`config.mk`:
```
export PLATFORM = sky130hd
export DESIGN_NAME = afi_audio_fifo
export DESIGN_NICKNAME = d
export VERILOG_FILES = /design/src/rtl/afi_pkg.sv /design/src/rtl/afi_sample_fifo.sv /design/src/rtl/afi_level_flags.sv /design/src/rtl/afi_irq_unit.sv /design/src/rtl/afi_audio_fifo.sv
export SDC_FILE = /design/constraint.sdc
export NUM_CORES = 1
export LEC_CHECK = 0
export BUFFER_PORTS_ARGS = -buffer_cell sky130_fd_sc_hd__buf_2
export CORE_UTILIZATION = 59
export DETAILED_ROUTE_END_ITERATION = 10
export PLACE_DENSITY = 0.76
export SLEW_MARGIN = 20
export SYNTH_ARGS = -nofsm -noshare
export SYNTH_HDL_FRONTEND = slang
export SYNTH_SLANG_ARGS = --single-unit
```
`constraint.sdc`:
```
create_clock -name clk -period 5 [get_ports clk]
set_input_delay 0.5 -clock clk [delete_from_list [all_inputs] [get_ports clk]]
set_output_delay 0.5 -clock clk [all_outputs]
set_load 0.005 [all_outputs]
```
`src/rtl/afi_pkg.sv`:
```
package afi_pkg;

  // register select codes on the simple register port
  typedef enum logic [2:0] {
    REG_CTRL      = 3'd0,
    REG_IRQ_EN    = 3'd1,
    REG_IRQ_STAT  = 3'd2,
    REG_FIFO_STAT = 3'd3,
    REG_TX_DATA   = 3'd4,
    REG_RX_DATA   = 3'd5,
    REG_IRQ_CLR   = 3'd6
  } reg_sel_e;

  // level flags of one queue, high bit first in the status word
  typedef struct packed {
    logic empty;
    logic almost_empty;
    logic full;
    logic almost_full;
  } fifo_flags_t;

  localparam int SRC_N   = 13;
  localparam int GLB_BIT = 14;
  localparam int PND_BIT = 13;

endpackage

```
`src/rtl/afi_sample_fifo.sv`:
```
module afi_sample_fifo #(
  parameter int DEPTH = 32,
  parameter int DW    = 16,
  localparam int AW   = (DEPTH > 1) ? $clog2(DEPTH) : 1,
  localparam int CW   = $clog2(DEPTH + 1)
) (
  input  logic          clk,
  input  logic          rst_n,
  input  logic          en,
  input  logic          push_req,
  input  logic [DW-1:0] push_data,
  input  logic          pop_req,
  output logic [DW-1:0] head,
  output logic [CW-1:0] count,
  output logic          push_done,
  output logic          pop_done,
  output logic          overflow,
  output logic          starve
);

  logic [DW-1:0] mem [DEPTH];
  logic [AW-1:0] wr_ptr, rd_ptr;
  logic          is_full, is_empty;

  assign is_full   = (count == CW'(DEPTH));
  assign is_empty  = (count == '0);
  assign push_done = en & push_req & ~is_full;
  assign pop_done  = en & pop_req & ~is_empty;
  assign overflow  = en & push_req & is_full;
  assign starve    = en & pop_req & is_empty;
  assign head      = mem[rd_ptr];

  function automatic logic [AW-1:0] bump(input logic [AW-1:0] p);
    return (p == AW'(DEPTH - 1)) ? '0 : p + 1'b1;
  endfunction

  always_ff @(posedge clk) begin
    if (push_done) mem[wr_ptr] <= push_data;
  end

  always_ff @(posedge clk or negedge rst_n) begin
    if (!rst_n) begin
      wr_ptr <= '0;
      rd_ptr <= '0;
      count  <= '0;
    end else begin
      if (push_done) wr_ptr <= bump(wr_ptr);
      if (pop_done)  rd_ptr <= bump(rd_ptr);
      case ({push_done, pop_done})
        2'b10:   count <= count + 1'b1;
        2'b01:   count <= count - 1'b1;
        default: count <= count;
      endcase
    end
  end

  AST_COUNT_LIMIT: assert property (@(posedge clk) disable iff (!rst_n)
    count <= CW'(DEPTH));
  AST_FULL_DROPS: assert property (@(posedge clk) disable iff (!rst_n)
    (overflow && !pop_done) |=> (count == $past(count)));
  AST_IDLE_WHEN_OFF: assert property (@(posedge clk) disable iff (!rst_n)
    !en |=> (count == $past(count)));

endmodule

```
`src/rtl/afi_level_flags.sv`:
```
module afi_level_flags
  import afi_pkg::*;
#(
  parameter int DEPTH = 32,
  parameter int CW    = 6,
  parameter int LW    = 6,
  localparam int SW   = ((CW > LW) ? CW : LW) + 1
) (
  input  logic [CW-1:0] count,
  input  logic [LW-1:0] level,
  output fifo_flags_t   flags
);

  logic [SW-1:0] cnt_x, lvl_x, sum_x;

  assign cnt_x = SW'(count);
  assign lvl_x = SW'(level);
  assign sum_x = cnt_x + lvl_x;

  always_comb begin
    flags.empty        = (count == '0);
    flags.full         = (count == CW'(DEPTH));
    flags.almost_empty = (cnt_x <= lvl_x);
    flags.almost_full  = (sum_x >= SW'(DEPTH));
  end

  always_comb begin
    AST_FULL_IS_AFULL: assert (!flags.full || flags.almost_full);
    AST_EMPTY_IS_AEMPTY: assert (!flags.empty || flags.almost_empty);
  end

endmodule

```
`src/rtl/afi_irq_unit.sv`:
```
module afi_irq_unit #(
  parameter int SRC_N = 13
) (
  input  logic             clk,
  input  logic             rst_n,
  input  logic [SRC_N-1:0] src,
  input  logic [SRC_N-1:0] src_en,
  input  logic             global_en,
  input  logic             clr,
  output logic [SRC_N-1:0] status,
  output logic             pending,
  output logic             irq
);

  always_ff @(posedge clk or negedge rst_n) begin
    if (!rst_n)   status <= '0;
    else if (clr) status <= '0;
    else          status <= status | (src & src_en);
  end

  assign pending = |status;
  assign irq     = pending & global_en;

  AST_STATUS_STICKY: assert property (@(posedge clk) disable iff (!rst_n)
    !clr |=> ((status & $past(status)) == $past(status)));
  AST_ONLY_ENABLED: assert property (@(posedge clk) disable iff (!rst_n)
    !clr |=> ((status & ~$past(status) & ~$past(src & src_en)) == '0));
  AST_CLEAR_EMPTIES: assert property (@(posedge clk) disable iff (!rst_n)
    clr |=> (status == '0));

endmodule

```
`src/rtl/afi_audio_fifo.sv`:
```
module afi_audio_fifo
  import afi_pkg::*;
#(
  parameter int DEPTH    = 32,
  parameter int SAMPLE_W = 16,
  parameter int LEVEL_W  = 6,
  localparam int CNT_W   = $clog2(DEPTH + 1),
  localparam int TXL_LSB = 13,
  localparam int RXL_LSB = 7,
  localparam int PAD_W   = 31 - SAMPLE_W
) (
  input  logic                clk,
  input  logic                rst_n,
  input  logic                reg_wr,
  input  logic                reg_rd,
  input  logic [2:0]          reg_addr,
  input  logic [31:0]         reg_wdata,
  output logic [31:0]         reg_rdata,
  output logic [SAMPLE_W-1:0] tx_ser_data,
  output logic                tx_ser_valid,
  input  logic                tx_ser_take,
  input  logic [SAMPLE_W-1:0] rx_ser_data,
  input  logic                rx_ser_put,
  output logic                rx_ser_ready,
  output logic                tx_dma_req,
  output logic                rx_dma_req,
  output logic                irq
);

  reg_sel_e sel;
  assign sel = reg_sel_e'(reg_addr);

  // control state
  logic               tx_en, rx_en, tx_dma_en, rx_dma_en;
  logic [LEVEL_W-1:0] tx_lvl, rx_lvl;
  logic [SRC_N-1:0]   src_en;
  logic               glb_en;

  always_ff @(posedge clk or negedge rst_n) begin
    if (!rst_n) begin
      tx_en     <= 1'b0;
      rx_en     <= 1'b0;
      tx_dma_en <= 1'b0;
      rx_dma_en <= 1'b0;
      tx_lvl    <= '0;
      rx_lvl    <= '0;
      src_en    <= '0;
      glb_en    <= 1'b0;
    end else if (reg_wr) begin
      if (sel == REG_CTRL) begin
        tx_en     <= reg_wdata[0];
        rx_en     <= reg_wdata[1];
        tx_dma_en <= reg_wdata[2];
        rx_dma_en <= reg_wdata[3];
        tx_lvl    <= reg_wdata[TXL_LSB +: LEVEL_W];
        rx_lvl    <= reg_wdata[RXL_LSB +: LEVEL_W];
      end
      if (sel == REG_IRQ_EN) begin
        src_en <= reg_wdata[SRC_N-1:0];
        glb_en <= reg_wdata[GLB_BIT];
      end
    end
  end

  // queue instances
  logic                tx_push, rx_pop, irq_clr;
  logic [SAMPLE_W-1:0] tx_head, rx_head;
  logic [CNT_W-1:0]    tx_cnt, rx_cnt;
  logic                tx_push_done, tx_pop_done, tx_ovf, tx_starve;
  logic                rx_push_done, rx_pop_done, rx_ovf, rx_starve;
  fifo_flags_t         tx_flags, rx_flags;

  assign tx_push = reg_wr && (sel == REG_TX_DATA) && reg_wdata[SAMPLE_W];
  assign rx_pop  = reg_rd && (sel == REG_RX_DATA);
  assign irq_clr = reg_wr && (sel == REG_IRQ_CLR);

  afi_sample_fifo #(.DEPTH(DEPTH), .DW(SAMPLE_W)) u_tx_q (
    .clk       (clk),
    .rst_n     (rst_n),
    .en        (tx_en),
    .push_req  (tx_push),
    .push_data (reg_wdata[SAMPLE_W-1:0]),
    .pop_req   (tx_ser_take),
    .head      (tx_head),
    .count     (tx_cnt),
    .push_done (tx_push_done),
    .pop_done  (tx_pop_done),
    .overflow  (tx_ovf),
    .starve    (tx_starve)
  );

  afi_sample_fifo #(.DEPTH(DEPTH), .DW(SAMPLE_W)) u_rx_q (
    .clk       (clk),
    .rst_n     (rst_n),
    .en        (rx_en),
    .push_req  (rx_ser_put),
    .push_data (rx_ser_data),
    .pop_req   (rx_pop),
    .head      (rx_head),
    .count     (rx_cnt),
    .push_done (rx_push_done),
    .pop_done  (rx_pop_done),
    .overflow  (rx_ovf),
    .starve    (rx_starve)
  );

  afi_level_flags #(.DEPTH(DEPTH), .CW(CNT_W), .LW(LEVEL_W)) u_tx_flags (
    .count (tx_cnt),
    .level (tx_lvl),
    .flags (tx_flags)
  );

  afi_level_flags #(.DEPTH(DEPTH), .CW(CNT_W), .LW(LEVEL_W)) u_rx_flags (
    .count (rx_cnt),
    .level (rx_lvl),
    .flags (rx_flags)
  );

  // interrupt sources, one per enable bit
  logic [SRC_N-1:0] src, status;
  logic             pending;

  assign src = {tx_pop_done | rx_push_done,
                tx_flags, tx_starve, tx_ovf,
                rx_flags, rx_starve, rx_ovf};

  afi_irq_unit #(.SRC_N(SRC_N)) u_irq (
    .clk       (clk),
    .rst_n     (rst_n),
    .src       (src),
    .src_en    (src_en),
    .global_en (glb_en),
    .clr       (irq_clr),
    .status    (status),
    .pending   (pending),
    .irq       (irq)
  );

  // shifter side and DMA requests
  assign tx_ser_data  = tx_head;
  assign tx_ser_valid = tx_en & ~tx_flags.empty;
  assign rx_ser_ready = rx_en & ~rx_flags.full;
  assign tx_dma_req   = tx_dma_en & tx_en & tx_flags.almost_empty;
  assign rx_dma_req   = rx_dma_en & rx_en & rx_flags.almost_full;

  // read mux, registered
  logic [31:0] rd_mux;

  always_comb begin
    rd_mux = '0;
    case (sel)
      REG_CTRL: begin
        rd_mux[0] = tx_en;
        rd_mux[1] = rx_en;
        rd_mux[2] = tx_dma_en;
        rd_mux[3] = rx_dma_en;
        rd_mux[TXL_LSB +: LEVEL_W] = tx_lvl;
        rd_mux[RXL_LSB +: LEVEL_W] = rx_lvl;
      end
      REG_IRQ_EN: begin
        rd_mux[SRC_N-1:0] = src_en;
        rd_mux[GLB_BIT]   = glb_en;
      end
      REG_IRQ_STAT: begin
        rd_mux[SRC_N-1:0] = status;
        rd_mux[PND_BIT]   = pending;
      end
      REG_FIFO_STAT: rd_mux = {12'b0, 6'(tx_cnt), tx_flags, 6'(rx_cnt), rx_flags};
      REG_RX_DATA:   rd_mux = {{PAD_W{1'b0}}, rx_pop_done,
                               rx_pop_done ? rx_head : {SAMPLE_W{1'b0}}};
      default:       rd_mux = '0;
    endcase
  end

  always_ff @(posedge clk or negedge rst_n) begin
    if (!rst_n)      reg_rdata <= '0;
    else if (reg_rd) reg_rdata <= rd_mux;
  end

  logic unused_bits;
  assign unused_bits = &{reg_wdata[31:19], tx_push_done};

  AST_TX_DMA_LEVEL: assert property (@(posedge clk) disable iff (!rst_n)
    tx_dma_req |-> (int'(tx_cnt) <= int'(tx_lvl)));
  AST_RX_READY_ROOM: assert property (@(posedge clk) disable iff (!rst_n)
    rx_ser_ready |-> (int'(rx_cnt) < DEPTH));
  AST_EMPTY_READ_INVALID: assert property (@(posedge clk) disable iff (!rst_n)
    (rx_pop && rx_cnt == '0) |=> !reg_rdata[SAMPLE_W]);

endmodule

```
**Word level (Yosys, flattened, before mapping)**

Memories as Yosys holds them, arrays and structs flattened.
Cells that the tools add are included.

- Output and inout bits: 53
- Latch bits: 0
- Memory bits (writable): 1024
- Register bits after elaboration: 107
- Bits in read-only memories: 0
- Memories: 2

- Order comparisons: 4
- Shift-type cells: 0
- Multiplexer cells: 19
- Reductions and logical operators: 12
- Equal/unequal tests: 16
- $add $sub $neg: 10
- Divide/modulo/power cells: 0
- Multiply operators: 0
- Bitwise gates (word level): 26

Memory list:

| memory | depth | width | read ports | clocked after Yosys merged registers in | wr ports | line | RTL |
|---|---|---|---|---|---|---|---|
| u_rx_q.mem | 32 | 16 | 1 | 0 | 1 | afi_sample_fifo.sv:21 | `logic [DW-1:0] mem [DEPTH];` |
| u_tx_q.mem | 32 | 16 | 1 | 0 | 1 | afi_sample_fifo.sv:21 |  |

Operators by type and width:

| kind | count |
|---|---|
| $pmux W6 S5 | 1 |
| $pmux W6 S2 | 2 |
| $add A5 B1 Y5 const B | 4 |
| $eq A5 B5 Y1 const B | 4 |
| $mux W5 | 4 |
| $pmux W4 S5 | 1 |
| $and A1 B1 Y1 | 19 |
| $mux W16 | 1 |
| $add A6 B6 Y7 | 2 |
| $ge A7 B6 Y1 const B | 2 |
| $and A13 B13 Y13 | 1 |
| $mux W13 | 1 |
| $or A13 B13 Y13 | 1 |
| $reduce_or A13 Y1 | 1 |
| $add A6 B1 Y6 const B | 2 |
| $eq A6 B6 Y1 const B | 2 |
| $le A6 B6 Y1 | 2 |
| $logic_not A6 Y1 | 2 |
| $pmux W3 S4 | 1 |
| $pmux W4 S3 | 1 |
| $sub A6 B1 Y6 const B | 2 |
| $eq A3 B3 Y1 const B | 3 |
| $pmux W1 S4 | 2 |
| $eq A3 B2 Y1 const B | 2 |
| 10 further kinds | 24 |

**Longest topological paths before layout**

- Depth after elaboration: 8
- Mapped depth: 14
- Mapped depth without buffers: 12

**By module**

From an unflattened synthesis, not the netlist that was laid out.

- Cells, all modules: 2611
- Area total of the unflattened synthesis: 45507.4 um2

Modules (own cells, without submodules):

| module | area an instance (um2) | cells each | instances |
|---|---|---|---|
| afi_sample_fifo (u_rx_q) | 20961.4 | 1250 | 1 |
| afi_sample_fifo (u_tx_q) | 20672.3 | 1007 | 1 |
| afi_audio_fifo | 2718.9 | 229 | 1 |
| afi_level_flags | 329.1 | 39 | 2 |
| afi_irq_unit | 496.7 | 47 | 1 |

**Worst setup path before layout**

No wires, ideal clock.

- Path kind: flip-flop to flip-flop
- Start: register u_tx_q.count[1]
- End: register u_tx_q.count[5]
- Buffers on the path: 1
- Clock period less this slack: 3.178 ns
- Arrival time: 3.098 ns
- Setup slack: 1.822 ns
- Cell stages (with the launch flop): 13
- Cell sequence: dfrtp_1 or3_1 nor3_1 or2_2 clkbuf_1 inv_1 ha_1 ha_1 a21o_1 a21oi_1 o41ai_1 nor4_1 xnor2_1

- Longest elaborated chain between the ends: 5
- Elaborated cells between the ends (all ways): 12

RTL lines:

| what | line | RTL |
|---|---|---|
| start, declared | afi_sample_fifo.sv:14 | `output logic [CW-1:0] count,` |
| start signal, assigned | afi_sample_fifo.sv:50 | `2'b10: count <= count + 1'b1;` |
| start signal, assigned | afi_sample_fifo.sv:51 | `2'b01: count <= count - 1'b1;` |
| start signal, assigned | afi_sample_fifo.sv:52 | `default: count <= count;` |
| $logic_not A6 Y1 (*) | afi_sample_fifo.sv:26 | `assign is_empty = (count == '0);` |
| $not A1 Y1 (*) | afi_sample_fifo.sv:28 | `assign pop_done = en & pop_req & ~is_empty;` |
| $and A1 B1 Y1 (*) | afi_sample_fifo.sv:28 |  |
| net tx_pop_done | afi_audio_fifo.sv:69 | `logic tx_push_done, tx_pop_done, tx_ovf, tx_starve;` |
| $eq A2 B1 Y1 or $eq A2 B2 Y1 (tied branches) | afi_sample_fifo.sv:49 | `case ({push_done, pop_done})` |
| $pmux W6 S2 or $reduce_bool A2 Y1 (tied branches) | -- |  |

Mark *: on every way through the listed nets, which the timed path passes. The rest lies on a longest branch.
A chain may end at the register's enable or synchronous reset.

**Final worst setup path**

- Start: register u_tx_q.rd_ptr[0]
- End: output tx_ser_data[11]

- Longest elaborated chain between the ends: 1

RTL lines:

| what | line | RTL |
|---|---|---|
| start, declared | afi_sample_fifo.sv:22 | `logic [AW-1:0] wr_ptr, rd_ptr;` |
| start signal, assigned | afi_sample_fifo.sv:48 | `if (pop_done) rd_ptr <= bump(rd_ptr);` |
| $mem_v2 Z32 W16 | -- |  |
| end, declared | afi_audio_fifo.sv:19 | `output logic [SAMPLE_W-1:0] tx_ser_data,` |

Every way passes these cells.

==> metrics.sh <==
RUN_STATUS='completed'
POST-ROUTE-WORST-SETUP-SLACK_NS=0.980
ANTENNADIODECOUNT=0
FLOW.AREA_GROWTH_FROM_SYNTHESIS_PCT=12.0
INITIAL_ANTENNA_VIOLATION_COUNT=4
CRITICAL_PATH.REG2REG.STARTPOINT='u_rx_q.count[1]'
FP-ROW-COUNT=100
DETAILEDPLACEMENTHPWL_MM=61.4
WORST_HOLD_PATH_DEPTH=3
TYPE_OF_THE_WORST_SETUP_PATH='flop to primary output'
HOLD_END='tx_lvl[4]'
SYN-MEAN-INSTANCE-AREA_UM2=20.0
FINALPOWER_mW=25.6
MAX_SLEW.WORST_PIN.SLEW_NS=1.12
SYNTH.YOSYS.WARNINGS=0
TIMING.CRITICAL_PATH.MAX_DELAY_FAMILY='multiplexers'
DESIGN.FINAL.NETS=2495
WORSTPATHBUFFERINVERTERCOUNT=2
CAP_VIOLATIONS=0
FILLERS=4671
CTS.SINK_COUNT=1119
PATH_MAX_FANOUT=44
CRITICAL_PATH_AT_NS=3.52
CLOCK_PIN_SLEW_ON_THE_WORST_SETUP_AND_HOLD_PATHS_NS=0.06
CATEGORY_OF_THE_WORST_SETUP_PATH_LAUNCH_POINT='flop'
DRC=0
PERIOD_SHARE=0.804
CP_SLOWEST_CELL='sky130_fd_sc_hd__dfrtp_4'
SEQUENTIAL_STANDARD_CELL_AREA_UM2=33100
CTS_TREE='yes'
ROUTE.DETAILED.WL_PER_INST_UM=29.9
DOMINANTREGCELLSYNTH='sky130_fd_sc_hd__edfxtp_1'
REG2REG_SLACK_NS=1.10
MULTIINPUTGATEAREA_UM2=11100
DR.FIRST_ITER.DRC_COUNT=2805
DIE_WIDTH_UM=278
LAYOUT.CELL_AREA.NON_FILLER_UM2=50200
CLOCKROOTBUFFER='sky130_fd_sc_hd__clkbuf_16'
RSZ0062_AT_GRT='no'
CLOCK_TREE_BUF_DEPTH=3
GRT_REMAINING_OVERFLOW=0
GLOBALPLACE.CONGESTION=0.875
CRIT_PATH_END_KIND='primary output'
GRT_PASS1_WL_MM=152
P_INT_mW=18.4
WORSTREG2REGEND='u_rx_q.count[5]'
CLOCK_LATENCY_ON_THE_WORST_SKEW_PAIR_NS=0.68
SWSHARE=0.283
POST_SYNTH_INSTANCE_AREA_UM2=44800
GRT_MAX_DEGREE=72
DETAIL_ROUTE.VIAS_PER_CELL=6.57
HOLD-WORST-SLACK_NS=0.151
GRTUSAGETOTAL=0.273
WORST_IR_DROP_VDD_mV=0.392
CTS_RESIZED=0
POSTPLACECELLAREA_UM2=46500
ANT_NETS=0
CRITICAL_PATH_REQUIRED_NS=4.50
SETUP-TNS-FINAL_NS=0
TIMING.FINAL.HOLD_VIOLATIONS=0
CORE_AREA_UM2=74800
NUMBER_OF_STORAGE_ELEMENTS_IN_THE_SYNTHESIS_NETLIST=1119
DIE_H_UM=278
WORSTHOLDSTART='reg_wdata[17]'
CTS_HTREE_LEVELS=3
HP-CLASS='primary input to flop'
POST-PLACE-CELLS=3244
TIMING_MAX_TRANSITION_VIOLATIONS_FINAL=0
ROUTE.VIAS.TOTAL=22700
POWER_SWITCHING_mW=7.25
POST_SYNTH_EDFFS=1024
CRIT_PATH_FREQUENT_CELL='sky130_fd_sc_hd__mux4_2'
ROUTED_WIRELENGTH_MM=103
MAX_INCR_DELAY_ON_CP_NS=0.83
GRT_PASS1_VIAS=22900
PORT-BUFFER-COUNT=84
CRIT_PATH_CELL_TRACE='buf_12 -> mux4_2 -> mux4_2 -> mux2_2 -> buf_2'
WORST_SLEW_MARGIN_REL=0.255
SYNTH_CELLS=2244
SYNTH_CELL_TYPE_COUNT=65
POST-ROUTE-MIN-PERIOD_NS=4.02
INITIAL_UTILIZATION=0.599
DRT_PRE_ANTENNA_ITERS=6
TIMING.CLOCK.SKEW_NS=0.0325
FINALSETUPVIOLATIONS=0
IO-PIN-COUNT=110
SYNTH_ASYNC_SR_FLOP_SHARE=0.0849
SEQ_AREA_FRAC_SYNTH=0.739
SHARE_OF_CELLS_ABOVE_DRIVE_STRENGTH_1=0.283
LAYOUT.CELLS.NON_FILLER=3450
FINISH.UTILIZATION=0.671
CELLLEAKAGEPOWER_nW=16.6
SEQ_POWER_SHARE=0.441
RR_WORST_DEPTH=13
WORST_SETUP_SLACK_POST_DPL_NS=1.15
CTS_MADE_BUFFERS=108
MAX_CLK_RATE_GHz=0.249
SHARE_COMB_OF_TOTAL_POWER=0.234
POWER_DENSITY_nW_PER_UM2=511
DIE_AREA_UM2=77100
PWR-SHARE-CLK=0.324
## cell type report
type,instances,share of cell area
clock buffer,133,0.0573
clock inverter,72,0.0159
inverter,43,0.00322
multi-input combinational,969,0.220
sequential,1119,0.660
tap,969,0.0242
timing repair buffer,145,0.0188
## flip-flops by register name (all words and copies together) (netlist names), 5 cells and up
register       cells
u_tx_q.rd_ptr      5
u_tx_q.wr_ptr      5
reg_rdata         20
u_rx_q.mem       512
u_rx_q.rd_ptr      5
u_tx_q.count       6
tx_lvl             6
src_en            13
u_rx_q.count       6
u_tx_q.mem       512
rx_lvl             6
u_rx_q.wr_ptr      5
u_irq.status      13
## cells in the mapped netlist (6+ instances only)
cell                        instances  share of area
sky130_fd_sc_hd__edfxtp_1        1024           0.69
sky130_fd_sc_hd__mux4_2           278           0.14
sky130_fd_sc_hd__nor2_1           111         0.0093
sky130_fd_sc_hd__dfrtp_1           95          0.053
sky130_fd_sc_hd__nand2_1           89         0.0075
sky130_fd_sc_hd__o21ai_0           60         0.0067
sky130_fd_sc_hd__mux2i_1           51          0.011
sky130_fd_sc_hd__ha_1              48          0.013
sky130_fd_sc_hd__clkbuf_1          46         0.0039
sky130_fd_sc_hd__mux2_2            41          0.010
sky130_fd_sc_hd__inv_1             40         0.0033
sky130_fd_sc_hd__a21oi_1           33         0.0037
sky130_fd_sc_hd__buf_4             31         0.0052
sky130_fd_sc_hd__nand3_1           21         0.0023
sky130_fd_sc_hd__a221oi_1          20         0.0039
sky130_fd_sc_hd__buf_1             19         0.0016
sky130_fd_sc_hd__buf_2             18         0.0020
sky130_fd_sc_hd__nor3_1            18         0.0020
sky130_fd_sc_hd__a22oi_1           16         0.0027
sky130_fd_sc_hd__nor2b_1           16         0.0022
sky130_fd_sc_hd__nand2b_1          10         0.0014
sky130_fd_sc_hd__buf_6              9         0.0023
sky130_fd_sc_hd__nand3b_1           9         0.0015
sky130_fd_sc_hd__a21o_1             8         0.0013
sky130_fd_sc_hd__and3_1             8         0.0011
sky130_fd_sc_hd__nor4_1             8         0.0011
sky130_fd_sc_hd__a211oi_1           7         0.0012
sky130_fd_sc_hd__and2_1             7        0.00098
sky130_fd_sc_hd__o2bb2ai_1          7         0.0014
sky130_fd_sc_hd__or3_1              6        0.00084
## worst max-delay path by stage
stage	cells after the start	slack, ns	to	from
floorplan	12	1.82	u_tx_q.count[5]	u_tx_q.count[1]
global placement	13	1.14	u_rx_q.count[5]	u_rx_q.count[1]
detailed placement	13	1.15	u_rx_q.count[5]	u_rx_q.count[1]
CTS	5	0.91	tx_ser_data[0]	u_tx_q.rd_ptr[0]
global route	5	0.83	tx_ser_data[11]	u_tx_q.rd_ptr[0]
finish	5	0.98	tx_ser_data[11]	u_tx_q.rd_ptr[0]
## cell families (layout without fill, tap and decap cells)
family,after synthesis,in the layout,synth area share
simple gates,323,323,0.0335
other cells,1,12,0.0000837
buf+inv,167,393,0.0186
compound gates,202,202,0.0302
fa+ha+maj,52,52,0.0152
mux,370,370,0.161
xor+xnor,10,10,0.00195
flops,1119,1119,0.739
## cell usage in the layout (no fill, tap or decap), drive strengths merged, types with 5 or more instances in the layout
cell type	count
mux2i	51
a211o	5
clkinv	50
nand2	89
ha	48
bufinv	14
a22oi	16
and2	8
o21ai	60
xor2	5
mux2	41
nor2b	16
mux4	278
a21o	8
nor3	18
buf	144
dfrtp	95
nor4	8
a221oi	20
a31oi	5
a221o	5
conb	12
nand3b	9
nor2	112
inv	44
edfxtp	1024
or3	6
and3	8
a21oi	33
nand3	21
clkbuf	133
clkinvlp	7
nor3b	5
nand2b	10
o2bb2ai	7
a211oi	7
xnor2	5
## tightest hold or removal path, delay by kind of cell
| family | cells | cell delay (ns) |
|---|---|---|
| simple gates | 1 | 0.06 |
| compound gates | 1 | 0.06 |
| buf+inv | 1 | 0.15 |
## power by group through the flow
| stage | Combinational [mW] | Clock [mW] | Sequential (mW) |
|---|---|---|---|
| 4_1_cts | 6.03 | 8.39 | 11.3 |
| 5_1_grt | 6.39 | 8.77 | 11.4 |
| 3_5_place_dp | 5.96 | 0 | 11.5 |
| 6_report | 6.01 | 8.31 | 11.3 |
| 3_3_place_gp | 5.87 | 0 | 11.5 |
| 2_1_floorplan | 4.69 | 0 | 10.9 |
## routing by layer
| layer | wire [µm] | up-vias | track usage |
|---|---|---|---|
| met1 | 39300 | 11800 | 0.366 |
| met3 | 9030 | 221 | 0.0606 |
| met5 | 11 | - | 0 |
| met4 | 4180 | 2 | 0.107 |
| met2 | 50700 | 1202 | 0.442 |
| li1 | - | 9436 | - |
## repair_timing
action | 4_1_cts | 5_1_grt
hold buffers | 1 | 0
endpoints found under the hold margin | 56 | 0
buffers inserted | 0 | 0
endpoints found under the setup margin | 0 | 0
(Power assumes the default switching activity.)
